### src/rtl/bank_pkg.sv
// Package: shared configuration type for the DRAM bank selector.
// Assumes the stored configuration is exactly four bits wide.
package bank_pkg;

    // Stored configuration; bit 0 is bank bit 0, bit 3 is the high window enable
    typedef struct packed {
        logic hi_en;
        logic lo_en;
        logic bank1;
        logic bank0;
    } bank_cfg_t;

    localparam int CFG_W = $bits(bank_cfg_t);

endpackage

### src/rtl/bank_reg_decode.sv
// Module: bank_reg_decode
// Turns the I/O strobe, the direction and the select field into write-hit
// and read-hit flags. Assumes io_sel_n is already qualified by the board.
module bank_reg_decode #(
    parameter int              SEL_W   = 3,
    parameter logic [SEL_W-1:0] WR_CODE = 3'b110,
    parameter logic [SEL_W-1:0] RD_CODE = 3'b111
) (
    input  logic             io_sel_n,
    input  logic             cpu_rw,
    input  logic [SEL_W-1:0] sel,
    output logic             wr_hit,
    output logic             rd_hit
);

    // Purpose: compare the select field against the two register codes
    always_comb begin
        wr_hit = !io_sel_n && !cpu_rw && (sel == WR_CODE);
        rd_hit = !io_sel_n &&  cpu_rw && (sel == RD_CODE);
    end

endmodule

### src/rtl/bank_cfg_latch.sv
// Module: bank_cfg_latch
// Holds the bank bits and window enables. Loads on the first clk edge that
// sees phi2 low after high while a write hit is present. Assumes phi2 is
// already synchronous to clk.
module bank_cfg_latch
    import bank_pkg::*;
(
    input  logic      clk,
    input  logic      rst_n,
    input  logic      keep_cfg,
    input  logic      clr_n,
    input  logic      phi2,
    input  logic      wr_hit,
    input  bank_cfg_t wr_cfg,
    output bank_cfg_t cfg
);

    logic phi2_q;
    logic phi2_fall;
    logic cfg_clear;

    assign phi2_fall = phi2_q && !phi2;
    assign cfg_clear = !clr_n || (!rst_n && !keep_cfg);

    // Purpose: remember the previous phi2 level for edge detection
    always_ff @(posedge clk) begin
        if (!rst_n) phi2_q <= 1'b0;
        else        phi2_q <= phi2;
    end

    // Purpose: clear, preserve or load the configuration
    always_ff @(posedge clk) begin
        if (cfg_clear)                        cfg <= '0;
        else if (rst_n && wr_hit && phi2_fall) cfg <= wr_cfg;
    end

    // reset with preserve off empties the register
    a_r9_reset_clears: assert property (@(posedge clk)
        (!rst_n && !keep_cfg) |=> (cfg == '0));

    // reset with preserve on keeps the register
    a_r9_reset_keeps: assert property (@(posedge clk) disable iff (!clr_n)
        (!rst_n && keep_cfg && $past(rst_n)) |=> $stable(cfg));

    // the clear input always empties the register
    a_r10_clear_only: assert property (@(posedge clk)
        (!clr_n) |=> (cfg == '0));

    // without a qualified write the register holds
    a_r4_hold: assert property (@(posedge clk) disable iff (!rst_n || !clr_n)
        !(wr_hit && phi2_fall) |=> $stable(cfg));

endmodule

### src/rtl/common_area_match.sv
// Module: common_area_match
// Flags an access inside one enabled shared window [BASE, LAST].
// Assumes BASE <= LAST.
module common_area_match #(
    parameter int                ADDR_W = 16,
    parameter logic [ADDR_W-1:0] BASE   = '0,
    parameter logic [ADDR_W-1:0] LAST   = '0
) (
    input  logic [ADDR_W-1:0] addr,
    input  logic              en,
    output logic              hit
);

    // Purpose: range compare gated by the window enable
    always_comb hit = en && (addr >= BASE) && (addr <= LAST);

endmodule

### src/rtl/ma8_mux.sv
// Module: ma8_mux
// Two-way selector for the extra DRAM address line. When disabled it
// drives low, which selects bank 0.
module ma8_mux (
    input  logic bank0,
    input  logic bank1,
    input  logic mux_sel,
    input  logic dis,
    output logic ma8
);

    // Purpose: phase select with a forced-low disable
    always_comb ma8 = dis ? 1'b0 : (mux_sel ? bank1 : bank0);

endmodule

### src/rtl/dram_bank_ctl.sv
// Module: dram_bank_ctl
// Top of the bank selector: register decode, configuration store,
// shared-window detection and extra DRAM address line generation.
// Assumes all inputs are synchronous to clk.
module dram_bank_ctl
    import bank_pkg::*;
#(
    parameter int                ADDR_W  = 16,
    parameter int                DATA_W  = 8,
    parameter int                USER_W  = 4,
    parameter int                SEL_LSB = 5,
    parameter int                SEL_W   = 3,
    parameter logic [SEL_W-1:0]  WR_CODE = 3'b110,
    parameter logic [SEL_W-1:0]  RD_CODE = 3'b111,
    parameter logic [ADDR_W-1:0] LO_BASE = 16'h0000,
    parameter logic [ADDR_W-1:0] LO_LAST = 16'h03FF,
    parameter logic [ADDR_W-1:0] HI_BASE = 16'hC000,
    parameter logic [ADDR_W-1:0] HI_LAST = 16'hC7FF
) (
    input  logic              clk,
    input  logic              rst_n,
    input  logic              keep_cfg,
    input  logic              clr_n,
    input  logic              phi2,
    input  logic              io_sel_n,
    input  logic              cpu_rw,
    input  logic [ADDR_W-1:0] cpu_addr,
    input  logic [DATA_W-1:0] cpu_wdata,
    input  logic [USER_W-1:0] user_in,
    input  logic              mux_sel,
    output logic [DATA_W-1:0] cpu_rdata,
    output logic              rd_oe,
    output logic              ma8
);

    localparam int NUM_AREAS = 2;
    localparam logic [ADDR_W-1:0] AREA_BASE [NUM_AREAS] = '{LO_BASE, HI_BASE};
    localparam logic [ADDR_W-1:0] AREA_LAST [NUM_AREAS] = '{LO_LAST, HI_LAST};

    logic                 wr_hit;
    logic                 rd_hit;
    bank_cfg_t            cfg;
    logic [NUM_AREAS-1:0] area_en;
    logic [NUM_AREAS-1:0] area_hit;
    logic                 common_hit;

    bank_reg_decode #(
        .SEL_W   (SEL_W),
        .WR_CODE (WR_CODE),
        .RD_CODE (RD_CODE)
    ) dec_i (
        .io_sel_n (io_sel_n),
        .cpu_rw   (cpu_rw),
        .sel      (cpu_addr[SEL_LSB +: SEL_W]),
        .wr_hit   (wr_hit),
        .rd_hit   (rd_hit)
    );

    bank_cfg_latch cfg_i (
        .clk      (clk),
        .rst_n    (rst_n),
        .keep_cfg (keep_cfg),
        .clr_n    (clr_n),
        .phi2     (phi2),
        .wr_hit   (wr_hit),
        .wr_cfg   (bank_cfg_t'(cpu_wdata[CFG_W-1:0])),
        .cfg      (cfg)
    );

    assign area_en = {cfg.hi_en, cfg.lo_en};

    // One range comparator per shared window
    for (genvar g = 0; g < NUM_AREAS; g++) begin : g_area
        common_area_match #(
            .ADDR_W (ADDR_W),
            .BASE   (AREA_BASE[g]),
            .LAST   (AREA_LAST[g])
        ) match_i (
            .addr (cpu_addr),
            .en   (area_en[g]),
            .hit  (area_hit[g])
        );
    end

    assign common_hit = |area_hit;

    ma8_mux mux_i (
        .bank0   (cfg.bank0),
        .bank1   (cfg.bank1),
        .mux_sel (mux_sel),
        .dis     (common_hit),
        .ma8     (ma8)
    );

    // Purpose: assemble read-back data and its enable
    always_comb begin
        cpu_rdata = '0;
        cpu_rdata[CFG_W-1:0] = cfg;
        cpu_rdata[CFG_W +: USER_W] = user_in;
        rd_oe = rd_hit;
    end

    // an access to an enabled window keeps the extra line low
    a_r6_r7_override: assert property (@(posedge clk) disable iff (!rst_n)
        common_hit |-> !ma8);

    // read data is only enabled during a read of the read-back code
    a_r3_oe_qualified: assert property (@(posedge clk) disable iff (!rst_n)
        rd_oe |-> (!io_sel_n && cpu_rw));

    // write and read hits are mutually exclusive
    a_r1_exclusive: assert property (@(posedge clk) disable iff (!rst_n)
        $onehot0({wr_hit, rd_hit}));

    // without enables the extra line follows the bank bits
    a_r8_no_override: assert property (@(posedge clk) disable iff (!rst_n)
        (area_en == '0) |-> (ma8 == (mux_sel ? cfg.bank1 : cfg.bank0)));

endmodule

### config.mk
export PLATFORM = sky130hd
export DESIGN_NAME = dram_bank_ctl
export DESIGN_NICKNAME = d
export VERILOG_FILES = /design/src/rtl/bank_pkg.sv /design/src/rtl/bank_reg_decode.sv /design/src/rtl/bank_cfg_latch.sv /design/src/rtl/common_area_match.sv /design/src/rtl/ma8_mux.sv /design/src/rtl/dram_bank_ctl.sv
export SDC_FILE = /design/constraint.sdc
export NUM_CORES = 1
export LEC_CHECK = 0
export ABC_AREA = 1
export CAP_MARGIN = 20
export CELL_PAD_IN_SITES_DETAIL_PLACEMENT = 0
export CELL_PAD_IN_SITES_GLOBAL_PLACEMENT = 1
export CORE_MARGIN = 2
export CORE_UTILIZATION = 15
export DETAILED_ROUTE_END_ITERATION = 7
export HOLD_SLACK_MARGIN = 0.06
export PLACE_DENSITY = 0.85
export SETUP_SLACK_MARGIN = 0.15
export SKIP_LAST_GASP = 1
export SYNTH_ARGS = -nofsm -noshare
export SYNTH_HDL_FRONTEND = slang
export SYNTH_HIERARCHICAL = 1
export SYNTH_SLANG_ARGS = --single-unit
### constraint.sdc
create_clock -name clk -period 1.4 [get_ports clk]
set_input_delay 0.28 -clock clk [delete_from_list [all_inputs] [get_ports clk]]
set_output_delay 0.28 -clock clk [all_outputs]
set_load 0.1 [all_outputs]
==> metrics <==
outcome=finished, violations left; violated checks=setup timing; IO Pins=46; YS warnings=6; hold buffers post-CTS=0; M2 GR Usage=14.3%; critical path class=flop to primary output; GRT Util Overall=7.62%; DRT iter0 DRCs=3; crit path launch=cfg_i/cfg[3]; setup ws final=-101 ps; initial antenna violation count=0; top cell type by total area after synthesis=dfxtp_1; CTS Buffer Depth=2; Worst path slowest cell=dfxtp_4; ratio of cells with drive above 1 in the final layout=28.1%; Power Dens Cells=541 nW/um2; Fill cells=281; met1 usage=7.00%; Final min period=1500 ps; max-cap violation count=0; slowest stage delay, CP=340 ps; Die ar.=3000 um2; Cell Rows=18; DRT Pass-1 Iters=5; Final #Nets=133; vias in the first global route=486; Post-synth EDFFs=0; Synth top cells by count=nor2_1 (17), inv_1 (15), nand2_1 (14); Final Hold Viols=0; Die Wd=54.8 um; Syn Nets=105; worst endpoint required time=1120 ps; CTS buffer count=3; routed length per instance=7.79 um; crit path DAT=1220 ps; CTS Sinks=5; Post-Synthesis Cells=69; flip-flop and latch count after synthesis=5; via/cell ratio=3.63; Lkg Pwr=0.000342 uW; CP Max Fanout=2; RSZ-0062 raised after global routing=true; most frequent cell after synthesis=nor2_1; Fmax=0.666 GHz; actual slew at the worst max-slew pin=186 ps; Main synth FF type=dfxtp_1; pre-CTS WS=-332 ps; area of the multi-input gates=219 um2; share of synthesized registers carrying an async set or reset=0%; VDD IR max=0.223 mV; CTS tree=done; Syn-to-layout area delta=100%; Final Cycle Share=107%; mean area per synthesized cell=5.60 um2; drt total wl=982 um; DRC Markers=0; core box area=2450 um2; synth unique cells=11; Finished Core Util=31.5%; CP Launch Type=flop; largest net degree at the start of global routing=5; worst path cell trace=inv_2 -> nor2_1 -> nand2_1 -> nor2_2 -> inv_1 -> nand2_1 -> inv_1 -> nand2_2 -> nor2_4 -> buf_12; post-synth top area share=25.9%; Post-DRT Antenna Nets=0; PortBufs=26; setup TNS=-101 ps; clock-pin slew on the worst setup and hold paths=40 ps; GRT busiest layer=met2; Initial Util=15.7%; Sequential Area=115 um2; Antenna Cells=0; hold path startpoint=cfg_i/cfg[2]; global-route wire length before repair=1.61 mm; top cells by area, synth=dfxtp_1 (26%), nor2_1 (17%), inv_1 (15%), nand2_1 (14%), nand3_1 (7.8%); Max Slew Vio Count=0; root buffer cell=clkbuf_4; classification of the worst-slack hold path=flop to flop; worst skew pair latency=240 ps; Slew headroom=87.6%; critical path endpoint category=primary output; met3 usage=0.546%; DR vias=458; Seq/Total Area, Yosys=25.9%; R2R Path Start=cfg_i/phi2_q; final clock skew=2.78 ps; total grt overflow=0; Final setup viols=1; DPL Wire Length=867 um; H-Tree Depth=1; synthesized area=387 um2; Die Ht=54.8 um; routability cong.=0.745
-- repair_timing --
item	CTS	global route
pin swaps	7	1
endpoints found under the setup margin	6	3
setup buffers	1	0
gates resized for setup	13	2
-- area by class of cell --
class                      count  share of cell area [%]
tap                           30                    4.85
clock buffer                   4                    3.40
timing repair buffer          27                    40.8
multi-input combinational     44                    28.3
sequential                     5                    14.9
inverter                      16                    7.77
-- cell usage in the layout (no fill, tap or decap), drive strengths merged --
cell type,instances
buf,7
clkbuf,4
clkdlybuf4s15,1
clkdlybuf4s50,9
dfxtp,5
dlygate4sd2,10
inv,16
nand2,16
nand3,6
nor2,21
o21a,1
-- power by group --
part | switching, uW | internal (uW) | leakage, uW | total, uW
clock network | 60.9 | 108 | 0.0000150 | 169
logic | 52.6 | 58.9 | 0.000283 | 112
registers | 0.887 | 137 | 0.0000438 | 138
-- worst paths after layout --
| path | end | slack, ps | depth (start not counted) |
|---|---|---|---|
| min reg2reg | cfg_i/cfg[2] | 510 | 2 |
| max | ma8 | -100 | 10 |
| max reg2reg | cfg_i/cfg[0] | 590 | 5 |
| min | cfg_i/cfg[2] | 510 | 2 |
-- worst max-delay path, delay by kind of cell, from the launching register on --
kind	cells	cell delay, ps
AND/OR/NAND/NOR	6	370
buffers and inverters	4	260
flip-flops	1	340
-- stage by stage --
step	hold WS (ps)	cells	instance area, um2	total power [uW]
floorplan	373	69	417	240
finish	515	126	773	418
global placement	509	121	744	258
detailed placement	512	121	744	261
global route	557	126	773	441
CTS	522	126	772	425
-- kinds of logic after synthesis --
logic type / count (synthesis) / synth area share [%]
AND/OR/NAND/NOR: 43 / 48.9
buffers and inverters: 20 / 23.3
flip-flops: 5 / 25.9
AO/OA/AOI/OAI: 1 / 1.94
-- per-layer routing --
layer,wire length [um],up-vias
met3,100,3
met5,0,-
met2,481,19
met1,374,184
met4,25,0
li1,-,252
-- sequential cells by signal, summed over array words and instances, names as in the netlist --
register      cells
cfg_i/cfg         4
cfg_i/phi2_q      1
Note: power is estimated with default switching activity, not from simulation.
